## config.mk

```make
export PLATFORM = sky130hd
export DESIGN_NAME = status_branch_unit
export DESIGN_NICKNAME = d
export VERILOG_FILES = /design/src/rtl/sbu_pkg.sv /design/src/rtl/sbu_flag_gen.sv /design/src/rtl/sbu_cond_eval.sv /design/src/rtl/sbu_pc_reg.sv /design/src/rtl/sbu_status_reg.sv /design/src/rtl/status_branch_unit.sv
export SDC_FILE = /design/constraint.sdc
export NUM_CORES = 1
export LEC_CHECK = 0
export BUFFER_PORTS_ARGS = -buffer_cell sky130_fd_sc_hd__buf_2
export CORE_MARGIN = 2
export CORE_UTILIZATION = 40
export CTS_CLUSTER_DIAMETER = 120
export CTS_CLUSTER_SIZE = 40
export DETAILED_ROUTE_END_ITERATION = 10
export GPL_ROUTABILITY_DRIVEN = 0
export GPL_TIMING_DRIVEN = 1
export PLACE_DENSITY = 0.77
export RECOVER_POWER = 25
export SLEW_MARGIN = 5
export SYNTH_ARGS = -nofsm -noshare
export SYNTH_HDL_FRONTEND = slang
export SYNTH_SLANG_ARGS = --single-unit
```

## constraint.sdc

```tcl
create_clock -name clk -period 1.49 [get_ports clk]
set_input_delay 0.298 -clock clk [delete_from_list [all_inputs] [get_ports clk]]
set_output_delay 0.298 -clock clk [all_outputs]
set_load 0.01 [all_outputs]
```

## src/rtl/sbu_pkg.sv

```systemverilog
package sbu_pkg;

    localparam int OPC_W = 4;
    localparam int SEL_W = 4;

    localparam logic [OPC_W-1:0] OPC_BRANCH = 4'h1;
    localparam logic [OPC_W-1:0] OPC_ADD    = 4'h4;
    localparam logic [OPC_W-1:0] OPC_ROTATE = 4'h8;
    localparam logic [OPC_W-1:0] OPC_HALT   = 4'hE;

    localparam logic [SEL_W-1:0] SEL_ALWAYS  = 4'd0;
    localparam logic [SEL_W-1:0] SEL_CARRY   = 4'd1;
    localparam logic [SEL_W-1:0] SEL_EVEN    = 4'd2;
    localparam logic [SEL_W-1:0] SEL_ODD_PAR = 4'd3;
    localparam logic [SEL_W-1:0] SEL_ZERO    = 4'd4;
    localparam logic [SEL_W-1:0] SEL_NEG     = 4'd5;

    typedef struct packed {
        logic neg;
        logic zero;
        logic par;
        logic even;
        logic carry;
    } flags_t;

    function automatic logic updates_flags(input logic [OPC_W-1:0] op);
        return (op >= OPC_ADD) && (op <= OPC_ROTATE);
    endfunction

    function automatic logic cond_met(input logic [SEL_W-1:0] sel, input flags_t f);
        logic hit;
        case (sel)
            SEL_ALWAYS:  hit = 1'b1;
            SEL_CARRY:   hit = f.carry;
            SEL_EVEN:    hit = f.even;
            SEL_ODD_PAR: hit = f.par;
            SEL_ZERO:    hit = f.zero;
            SEL_NEG:     hit = f.neg;
            default:     hit = 1'b0;
        endcase
        return hit;
    endfunction

endpackage

```

## src/rtl/sbu_flag_gen.sv

```systemverilog
module sbu_flag_gen
    import sbu_pkg::*;
#(
    parameter int DATA_W = 32
) (
    input  logic [DATA_W:0] res,
    output flags_t          flags
);
    always_comb begin
        flags.carry = res[DATA_W];
        flags.neg   = res[DATA_W-1];
        flags.zero  = (res[DATA_W-1:0] == '0);
        flags.par   = ^res[DATA_W-1:0];
        flags.even  = ~res[0];
    end
endmodule

```

## src/rtl/sbu_cond_eval.sv

```systemverilog
module sbu_cond_eval
    import sbu_pkg::*;
(
    input  logic [OPC_W-1:0] op,
    input  logic [SEL_W-1:0] sel,
    input  flags_t           flags,
    output logic             taken
);
    always_comb begin
        taken = (op == OPC_BRANCH) && cond_met(sel, flags);
    end
endmodule

```

## src/rtl/sbu_pc_reg.sv

```systemverilog
module sbu_pc_reg #(
    parameter int PC_W = 12
) (
    input  logic            clk,
    input  logic            rst,
    input  logic            wr_phase,
    input  logic            halt,
    input  logic            jump,
    input  logic [PC_W-1:0] target,
    output logic [PC_W-1:0] pc
);
    localparam logic [PC_W-1:0] STEP = PC_W'(1);

    always_ff @(posedge clk) begin
        if (rst) begin
            pc <= '0;
        end else if (wr_phase) begin
            if (halt)
                pc <= '0;
            else if (jump)
                pc <= target;
            else
                pc <= pc + STEP;
        end
    end
endmodule

```

## src/rtl/sbu_status_reg.sv

```systemverilog
module sbu_status_reg
    import sbu_pkg::*;
(
    input  logic   clk,
    input  logic   rst,
    input  logic   wr_phase,
    input  logic   halt,
    input  logic   load,
    input  flags_t next_flags,
    output flags_t flags
);
    always_ff @(posedge clk) begin
        if (rst) begin
            flags <= '0;
        end else if (wr_phase) begin
            if (halt)
                flags <= '0;
            else if (load)
                flags <= next_flags;
        end
    end
endmodule

```

## src/rtl/status_branch_unit.sv

```systemverilog
module status_branch_unit
    import sbu_pkg::*;
#(
    parameter int DATA_W = 32,
    parameter int PC_W   = 12
) (
    input  logic              clk,
    input  logic              rst,
    input  logic              wr_phase,
    input  logic [DATA_W-1:0] instr,
    input  logic [DATA_W:0]   alu_res,
    output logic [4:0]        status_q,
    output logic              br_taken,
    output logic [PC_W-1:0]   pc_q
);
    localparam int OP_LSB  = DATA_W - OPC_W;
    localparam int SEL_LSB = OP_LSB - SEL_W;

    logic [OPC_W-1:0] op;
    logic [SEL_W-1:0] sel;
    logic [PC_W-1:0]  target;
    logic             is_halt;
    logic             unused_mid;
    flags_t           new_flags;
    flags_t           cur_flags;

    assign op         = instr[DATA_W-1:OP_LSB];
    assign sel        = instr[OP_LSB-1:SEL_LSB];
    assign target     = instr[PC_W-1:0];
    assign unused_mid = ^instr[SEL_LSB-1:PC_W];
    assign is_halt    = (op == OPC_HALT);

    sbu_flag_gen #(.DATA_W(DATA_W)) u_flag_gen (
        .res   (alu_res),
        .flags (new_flags)
    );

    sbu_cond_eval u_cond_eval (
        .op    (op),
        .sel   (sel),
        .flags (cur_flags),
        .taken (br_taken)
    );

    sbu_status_reg u_status_reg (
        .clk        (clk),
        .rst        (rst),
        .wr_phase   (wr_phase),
        .halt       (is_halt),
        .load       (updates_flags(op)),
        .next_flags (new_flags),
        .flags      (cur_flags)
    );

    sbu_pc_reg #(.PC_W(PC_W)) u_pc_reg (
        .clk      (clk),
        .rst      (rst),
        .wr_phase (wr_phase),
        .halt     (is_halt),
        .jump     (br_taken),
        .target   (target),
        .pc       (pc_q)
    );

    assign status_q = cur_flags;
endmodule

```

==> impl_metrics.csv, run 1 <==
group,metric,value,unit
setup_path,rrSetupSlack,-170,ps
synth,syn_inst,195,
setup_path,critPathKind,"flop to output port",
power_and_ir_drop,power_frac_comb,38.5,%
timing,period_minus_slack,1690,ps
placement,hpwl,3250,um
routing,ant_nets,0,
routing,first_pass_iters,4,
final_layout,utilization,62.6,%
clock_network,h-tree-depth,1,
synth,syn_avg_cell_area,7.82,um^2
setup_path,start_kind,"flop",
routing,remaining_drc_errors,0,
power_and_ir_drop,power.density,592,mW/mm^2
timing,fin_skew,1.59,ps
global_routing,grt_pass1_wl,6730,um
floorplan,start_util,41.7,%
synth,synth_largest_area_cell,"dfxtp_1",
timing,max_slew.worst_pin.slew,430,ps
setup_path,cp-startpoint,"u_status_reg.flags[0]",
setup_path,path_max_fanout,2,
synth,synth_top_cell_area_share,22.3,%
clock_network,clkSinkCount,17,
final_layout,area_delta_synth_final,50.2,%
power_and_ir_drop,p_int,0.000942,W
clock_network,cts_inserted_buffers,3,
power_and_ir_drop,ir_drop,0.304,mV
floorplan,dieArea,0.00432,mm^2
timing,finalSetupViolCount,13,
floorplan,die_h,65.8,um
power_and_ir_drop,p_clk_share,26.2,%
timing,slew_headroom,71.4,%
synth,syn_nets,280,
synth,synthTopCellsByArea,"dfxtp_1 (22%), ha_1 (14%), inv_1 (11%)",
timing,max_freq,0.590,GHz
synth,yosysSeqAreaShare,22.3,%
worst_hold_path,min_delay_path_depth,2,
global_routing,grt_overflow,0,
routing,avgViaCountPerCell,4.88,
flow_run,cap_violations,0,
timing,rsz0062_at_grt,"true",
setup_path,end_kind,"output port",
run_status,violations,"negative setup slack",
global_routing,grt_pass1_vias,1633,
routing,wire_per_inst,11.4,um
final_layout,final-instance-count-excl-fill,346,
clock_network,ctsRootBufferMaster,"clkbuf_8",
routing,drt_wl_total,3940,um
setup_path,crit_arrival,1400,ps
power_and_ir_drop,switching_share,30.6,%
timing,finalHoldViolations,0,
clock_network,clk_latency,250,ps
power_and_ir_drop,p_sw,0.000415,W
clock_network,cts_hold_buffers,0,
placement,port_buffers,73,
power_and_ir_drop,p_leak,1.24,nW
floorplan,core_area,0.00366,mm^2
timing,drv_slew,0,
clock_network,clockBufferDepth,2,
placement,place_inst,338,
worst_hold_path,hold_path_end,"u_status_reg.flags[3]",
global_routing,antenna_found_initial,0,
synth,syn_area,0.00153,mm^2
global_routing,grt_max_degree,14,
floorplan,die_x,65.8,um
run_status,status,"finished, violations left",
setup_path,reg2reg_depth,7,
setup_path,r2r-end,"u_pc_reg.pc[0]",
floorplan,ioPinCount,86,
floorplan,rows,22,
final_layout,drive_gt1_share,39.3,%
worst_hold_path,worstHoldPathType,"input port to flop",
final_layout,num_antenna_cells,0,
timing,min_period_over_period,114,%
global_routing,grt.total_usage,19.7,%
timing,fin_ws,-205,ps
power_and_ir_drop,seq_power_share,35.2,%
synth,yosysUniqueCellTypes,41,
setup_path,reg2reg_from,"u_status_reg.flags[1]",
worst_hold_path,min_from,"rst",
clock_network,clkTransAtPathRegs,70,ps
synth,yosys_warnings,0,
final_layout,final_nets,384,
synth,yosys_register_bits,17,
timing,tns,-1870,ps
setup_path,cp.required,1190,ps
routing,num_vias,1688,
routing,drt_iter0_drc,98,
clock_network,cts_tree,"built",
==> what timing repair did <==
action / 4_1_cts / 5_1_grt
resized for setup: 8 / 4
setup buffers: 2 / 2
pin swaps: 2 / 2
hold endpoints to repair: 0 / 0
endpoints found under the setup margin: 5 / 13
==> final cells by class <==
cell class,count,area [um^2]
fill,330,1370
multi-input combinational,127,1040
timing repair buffer,105,626
sequential,17,344
inverter,45,171
tap,48,60.1
clock buffer,3,41.3
clock inverter,1,5.00
==> through the flow <==
stage          area, um^2  hold WS, ps  power (W)  setup WS [ps]
4_1_cts              2280          303    0.00137           -233
5_1_grt              2290          309    0.00144           -239
2_1_floorplan        1550          461   0.000804          -50.0
6_report             2290          301    0.00136           -205
3_5_place_dp         2170          457    0.00100           -189
3_3_place_gp         2170          454   0.000988           -172
==> kinds of logic after synthesis <==
logic type               Yosys count  share of synthesized area (%)
XOR/XNOR                          15                           8.61
adder cells (fa/ha/maj)           17                           13.9
multiplexers                      11                           7.22
flip-flops                        17                           22.3
buffers and inverters             51                           13.1
AND/OR/NAND/NOR                   47                           18.1
AO/OA/AOI/OAI                     37                           16.7
==> worst max-delay path, cell delays in order (launching register included) <==
cell and delay, ps:
dfxtp_2 330, o311a_4 310, o2111ai_4 240, buf_12 140, inv_4 30, buf_6 100
==> routing by layer <==
layer,track usage (%),vias to the layer above,share of wire (%)
li1,-,874,-
met1,22.2,751,42
met4,6.77,0,0.97
met2,37.5,59,53
met3,2.57,4,4.6
met5,0,-,0
==> Yosys cell counts (all sizes together) <==
master,number
nor4b,1
o22ai,10
dfxtp,17
o311a,1
o31ai,1
and3b,1
buf,2
o21a,3
mux2i,11
nor2b,3
nand3,2
or3,2
nand3b,2
nor4,1
nand4,7
a32o,1
a21oi,4
nand2,6
nand4b,1
xnor2,13
and3,1
nor3,2
a221oi,1
and4,1
ha,17
a31oi,7
a21boi,1
nor2,13
inv,45
xor2,2
nand2b,2
o2111ai,1
clkbuf,4
or4,1
a22oi,3
o21ai,4
or2,1
==> sequential cells by signal, summed over array words and instances (netlist names) <==
register	cells
u_pc_reg.pc	12
u_status_reg.flags	5
==> worst max-delay path by stage <==
stage                            endpoint  depth (start not counted)  slack [ps]
floorplan                  u_pc_reg.pc[0]                          5         -50
global placement                 br_taken                          6        -170
detailed placement  u_status_reg.flags[3]                          6        -190
CTS                              br_taken                          6        -230
global route                     br_taken                          5        -240
finish                           br_taken                          5        -200
==> power by group through the flow <==
stage | sequential (W) | combinational [W] | clock, W
finish | 0.000478 | 0.000523 | 0.000356
global route | 0.000481 | 0.000579 | 0.000381
CTS | 0.000478 | 0.000527 | 0.000365
detailed placement | 0.000488 | 0.000516 | 0
global placement | 0.000487 | 0.000501 | 0
floorplan | 0.000499 | 0.000305 | 0
==> layout by cell type, fill, tap and decap left out, types with 3 or more instances in the layout <==
cell,netlist,layout
a22oi_1,3,3
clkbuf_1,4,5
nand2_1,6,6
xnor2_1,13,13
buf_6,1,3
clkbuf_8,0,3
nor2b_1,3,3
inv_1,44,43
o21a_1,3,3
a31oi_1,7,6
mux2i_1,11,11
dfxtp_2,0,3
buf_2,1,67
dfxtp_1,17,14
nor2_1,13,13
nand4_1,7,7
buf_4,0,29
a21oi_1,4,3
o22ai_1,10,10
ha_1,17,17
No activity file was read; power rests on OpenSTA's default activity.
==> run 2: changes to the inputs <==
--- a/config.mk
+++ b/config.mk
@@ -15,6 +15,7 @@
 export GPL_TIMING_DRIVEN = 1
 export PLACE_DENSITY = 0.77
 export RECOVER_POWER = 25
+export SKIP_CTS_REPAIR_TIMING = 1
 export SLEW_MARGIN = 5
 export SYNTH_ARGS = -nofsm -noshare
 export SYNTH_HDL_FRONTEND = slang
==> run 2 against run 1 <==
The flow still finishes with violations (negative setup slack). Cell count is 1.2% higher. Count of clock-buffer cells in the layout unchanged. Worst setup slack got worse by 36 ps. Critical path type unchanged. First-iteration DRC count increased by 34%.
==> impl_metrics.csv, run 2 (synthesis gave the netlist of run 1 again) <==
group,metric,value,unit
run_status,status,"finished, violations left",
run_status,violations,"negative setup slack",
timing,max_freq,0.578,GHz
routing,drt_wl_total,4040,um
timing,slew_headroom,70.5,%
setup_path,rrSetupSlack,-170,ps
setup_path,r2r-end,"u_pc_reg.pc[9]",
routing,num_vias,1701,
final_layout,area_delta_synth_final,51.7,%
clock_network,ctsRootBufferMaster,"clkbuf_8",
global_routing,grt_max_degree,15,
placement,place_ws,-189,ps
clock_network,cts_inserted_buffers,3,
final_layout,final_common_cell,"buf_2",
final_layout,top_register,"u_pc_reg.pc",
setup_path,cp_slowest_stage_delay,320,ps
routing,drt_iter0_drc,131,
placement,port_buffers,73,
clock_network,clk_latency,250,ps
floorplan,start_util,41.7,%
timing,max_slew.worst_pin.slew,442,ps
final_layout,drive_gt1_share,39.1,%
global_routing,grt_pass1_wl,6560,um
power_and_ir_drop,ir_drop,0.301,mV
final_layout,num_antenna_cells,0,
timing,period_minus_slack,1730,ps
floorplan,rows,22,
worst_hold_path,min_from,"rst",
final_layout,largest_reg_flops,12,
timing,drv_slew,0,
final_layout,final_nets,388,
timing,tns,-1250,ps
worst_hold_path,hold_path_end,"u_status_reg.flags[3]",
setup_path,start_kind,"flop",
floorplan,die_x,65.8,um
timing,finalSetupViolCount,12,
clock_network,h-tree-depth,1,
flow_run,cap_violations,0,
power_and_ir_drop,power.density,586,mW/mm^2
placement,hpwl,3250,um
global_routing,antenna_found_initial,0,
timing,hold_slack,308,ps
setup_path,reg2reg_depth,8,
floorplan,core_area,0.00366,mm^2
setup_path,cp_slowest_cell,"dfxtp_1",
setup_path,crit_family,"compound AO/OA/AOI/OAI gates",
setup_path,cp.required,1190,ps
setup_path,end_kind,"output port",
clock_network,clockBufferDepth,2,
final_layout,final_cell_mix,"buf_2 (67), inv_1 (43), buf_4 (34)",
timing,fin_ws,-241,ps
global_routing,grt.total_usage,19.2,%
clock_network,clkSinkCount,17,
setup_path,path_cells,"o311a_4, o2111ai_4, buf_12, clkinv_4, buf_6",
timing,fin_skew,2.24,ps
routing,avgViaCountPerCell,4.86,
worst_hold_path,worstHoldPathType,"input port to flop",
timing,rsz0062_at_grt,"true",
routing,ant_nets,0,
routing,wire_per_inst,11.5,um
setup_path,path_buf_inv,3,
clock_network,clkTransAtPathRegs,70,ps
floorplan,die_h,65.8,um
setup_path,critPathKind,"flop to output port",
worst_hold_path,min_delay_path_depth,2,
global_routing,grt_overflow,0,
timing,finalHoldViolations,0,
floorplan,dieArea,0.00432,mm^2
timing,min_period_over_period,116,%
routing,remaining_drc_errors,0,
setup_path,path_max_fanout,7,
global_routing,grt_pass1_vias,1620,
final_layout,utilization,63.2,%
clock_network,cts_tree,"built",
power_and_ir_drop,power,0.00135,W
setup_path,crit_arrival,1430,ps
floorplan,ioPinCount,86,
routing,first_pass_iters,4,
setup_path,reg2reg_from,"u_status_reg.flags[1]",
power_and_ir_drop,p_leak,1.25,nW
final_layout,reg.largest.list,"u_pc_reg.pc: 12 flops, u_status_reg.flags: 5 flops",
[run 2: metrics by stage]
step                cell area (um^2)  instances
finish                          2310        350
detailed placement              2170        338
CTS                             2220        342
global placement                2170        338
global route                    2310        350
floorplan                       1550        195
[run 2: area by class of cell]
cell class / instances / area (um^2)
fill: 325 / 1350
multi-input combinational: 127 / 1040
timing repair buffer: 109 / 652
sequential: 17 / 342
inverter: 45 / 174
tap: 48 / 60.1
clock buffer: 3 / 41.3
clock inverter: 1 / 5.00
[run 2: where the power goes]
group | leakage (nW) | internal, W | switching (W) | total, W
Clock | 0.0255 | 0.000186 | 0.000169 | 0.000354
Combinational | 1.09 | 0.000286 | 0.000236 | 0.000523
Sequential | 0.138 | 0.000469 | 0.00000855 | 0.000478
[run 2: how the worst max path moves through the flow]
| stage | cells after the start | startpoint | end | slack, ps |
|---|---|---|---|---|
| finish | 5 | u_status_reg.flags[0] | br_taken | -240 |
| global route | 6 | u_status_reg.flags[1] | br_taken | -290 |
| CTS | 6 | u_status_reg.flags[1] | br_taken | -310 |
| detailed placement | 6 | instr[29] | u_status_reg.flags[3] | -190 |
| global placement | 6 | instr[26] | br_taken | -170 |
| floorplan | 5 | instr[26] | u_pc_reg.pc[0] | -50 |
[run 2: layer usage]
layer / track usage [%] / part of all wire [%] / up-vias
met2: 36.2 / 52 / 58
met4: 7.03 / 1.9 / 0
met3: 2.57 / 5.0 / 8
li1: - / - / 879
met5: 0 / 0 / -
met1: 21.7 / 41 / 756
==> run 3: changes to the inputs <==
--- a/config.mk
+++ b/config.mk
@@ -5,15 +5,16 @@
 export SDC_FILE = /design/constraint.sdc
 export NUM_CORES = 1
 export LEC_CHECK = 0
+export ABC_AREA = 1
 export BUFFER_PORTS_ARGS = -buffer_cell sky130_fd_sc_hd__buf_2
 export CORE_MARGIN = 2
-export CORE_UTILIZATION = 40
+export CORE_UTILIZATION = 43
 export CTS_CLUSTER_DIAMETER = 120
 export CTS_CLUSTER_SIZE = 40
 export DETAILED_ROUTE_END_ITERATION = 10
 export GPL_ROUTABILITY_DRIVEN = 0
 export GPL_TIMING_DRIVEN = 1
-export PLACE_DENSITY = 0.77
+export PLACE_DENSITY = 0.78
 export RECOVER_POWER = 25
 export SKIP_CTS_REPAIR_TIMING = 1
 export SLEW_MARGIN = 5
==> run 3 against run 2 <==
The flow now finishes without violations. Register-to-register slack better by 250 ps. Worst setup slack better by 240 ps. Worst hold slack worse by 31 ps. Critical endpoint unchanged.
==> impl_metrics.csv, run 3 <==
group,metric,value,unit
clock_network,clkTransAtPathRegs,70,ps
global_routing,grt_overflow,0,
placement,hpwl,3580,um
setup_path,end_kind,"output port",
setup_path,rrSetupSlack,80,ps
timing,max_slew.worst_pin.slew,342,ps
final_layout,final_common_cell,"nand2_1",
power_and_ir_drop,power.density,564,mW/mm^2
clock_network,clk_latency,250,ps
synth,yosys_warnings,0,
routing,drt_wl_total,4480,um
routing,ant_nets,0,
timing,finalHoldViolations,0,
synth,synth_top_cell_area_share,22.2,%
global_routing,grt.total_usage,18.7,%
run_status,status,"completed",
timing,slew_headroom,77.2,%
routing,avgViaCountPerCell,4.62,
global_routing,grt_pass1_vias,1921,
floorplan,start_util,45.2,%
routing,wire_per_inst,9.88,um
worst_hold_path,min_from,"alu_res[32]",
flow_run,cap_violations,0,
routing,first_pass_iters,4,
clock_network,ctsRootBufferMaster,"clkbuf_8",
timing,drv_slew,0,
synth,syn_inst,312,
final_layout,utilization,61.4,%
global_routing,antenna_found_initial,0,
power_and_ir_drop,p_leak,1.47,nW
floorplan,die_x,69.1,um
synth,syn_area,0.00182,mm^2
floorplan,die_h,69.1,um
final_layout,drive_gt1_share,27.5,%
final_layout,num_antenna_cells,0,
timing,rsz0062_at_grt,"true",
timing,max_freq,0.672,GHz
synth,yosysUniqueCellTypes,28,
timing,period_minus_slack,1490,ps
final_layout,final_nets,489,
clock_network,cts_tree,"built",
synth,yosysSeqAreaShare,18.7,%
final_layout,fillers,402,
setup_path,reg2reg_from,"u_status_reg.flags[0]",
timing,fin_skew,4.61,ps
synth,ys.flop_type,"dfxtp_1",
synth,synthTopCellsByArea,"nand2_1 (22%), dfxtp_1 (19%), inv_1 (14%)",
clock_network,clockBufferDepth,2,
floorplan,ioPinCount,86,
floorplan,core_area,0.00403,mm^2
setup_path,cp.required,1190,ps
final_layout,largest_reg_flops,12,
synth,syn_nets,397,
synth,yosys_register_bits,17,
timing,finalSetupViolCount,0,
synth,synth_most_common_cell,"nand2_1",
placement,port_buffers,73,
final_layout,final-instance-count-excl-fill,453,
worst_hold_path,worstHoldPathType,"input port to flop",
final_layout,top_register,"u_pc_reg.pc",
floorplan,rows,23,
floorplan,dieArea,0.00478,mm^2
setup_path,crit_arrival,1190,ps
global_routing,grt_max_degree,18,
clock_network,h-tree-depth,1,
routing,remaining_drc_errors,0,
final_layout,area_delta_synth_final,35.8,%
synth,syn_avg_cell_area,5.84,um^2
setup_path,r2r-end,"u_pc_reg.pc[3]",
worst_hold_path,min_delay_path_depth,3,
setup_path,start_kind,"flop",
setup_path,critPathKind,"flop to output port",
synth,synth_edf_count,0,
clock_network,clkSinkCount,17,
power_and_ir_drop,ir_drop,0.264,mV
synth,async_reset_ff_share,0,%
clock_network,cts_inserted_buffers,3,
routing,drt_iter0_drc,76,
synth,synth_common_cells,"nand2_1 (108), inv_1 (67), a21oi_1 (20), nand3_1 (19)",
placement,place_inst,448,
setup_path,reg2reg_depth,9,
final_layout,final_cell_mix,"nand2_1 (108), inv_1 (67), buf_2 (67)",
synth,synth_largest_area_cell,"nand2_1",
timing,min_period_over_period,99.8,%
setup_path,path_max_fanout,6,
routing,num_vias,2091,
global_routing,grt_pass1_wl,7610,um
worst_hold_path,hold_path_end,"u_status_reg.flags[0]",
timing,hold_slack,277,ps
final_layout,reg.largest.list,"u_pc_reg.pc: 12 flops, u_status_reg.flags: 5 flops",
run 3: layer usage:
layer | up-vias | GRT usage, % | wire length, um
met5 | - | 0 | 0
met4 | 0 | 6.75 | 61
met3 | 7 | 2.92 | 217
met2 | 53 | 35.8 | 2320
met1 | 901 | 20.4 | 1880
li1 | 1130 | - | -
run 3: logic make-up (layout without fill, tap and decap cells):
| group | after synthesis | count (layout) | share of synthesized area [%] |
|---|---|---|---|
| simple gates | 159 | 159 | 37.3 |
| flops | 17 | 17 | 18.7 |
| buf+inv | 74 | 165 | 15.9 |
| xor+xnor | 15 | 15 | 7.21 |
| fa+ha+maj | 17 | 17 | 11.7 |
| compound gates | 30 | 30 | 9.20 |
run 3: worst max path at each step:
stage,startpoint,cells past startpoint,end
5_1_grt,u_status_reg.flags[0],5,br_taken
6_report,u_status_reg.flags[0],5,br_taken
4_1_cts,u_status_reg.flags[1],5,br_taken
3_5_place_dp,alu_res[28],14,u_status_reg.flags[2]
2_1_floorplan,alu_res[4],11,u_status_reg.flags[2]
3_3_place_gp,alu_res[6],12,u_status_reg.flags[2]
run 3: cell type report:
class | instances | area (um^2) | area share (%)
Timing Repair Buffer | 92 | 520 | 21.0
Inverter | 69 | 259 | 10.5
Sequential cell | 17 | 342 | 13.8
Clock buffer | 3 | 41.3 | 1.67
Clock inverter | 1 | 5.00 | 0.202
Tap cell | 50 | 62.6 | 2.53
Multi-Input combinational cell | 221 | 1240 | 50.3
run 3: metrics by stage:
step           setup WS (ps)  instance area, um^2  TNS [ps]  power (W)
2_1_floorplan           6.05                 1840         0   0.000855
3_3_place_gp           -90.7                 2380     -90.7    0.00103
3_5_place_dp            -110                 2380      -110    0.00104
4_1_cts                -76.9                 2430     -76.9    0.00140
5_1_grt                -86.1                 2470      -164    0.00152
6_report                2.78                 2470         0    0.00140
run 3: worst max-delay path, stage by stage (launching register included):
cell,delay (ps)
dfxtp_2,340
nor2_1,40
o21ai_1,140
nand2_2,110
nor2_8,180
buf_6,120
run 3: where the power goes:
group          switching, W  internal, W  total, W
Combinational      0.000311     0.000259  0.000570
Sequential       0.00000877     0.000468  0.000477
Clock              0.000164     0.000186  0.000349
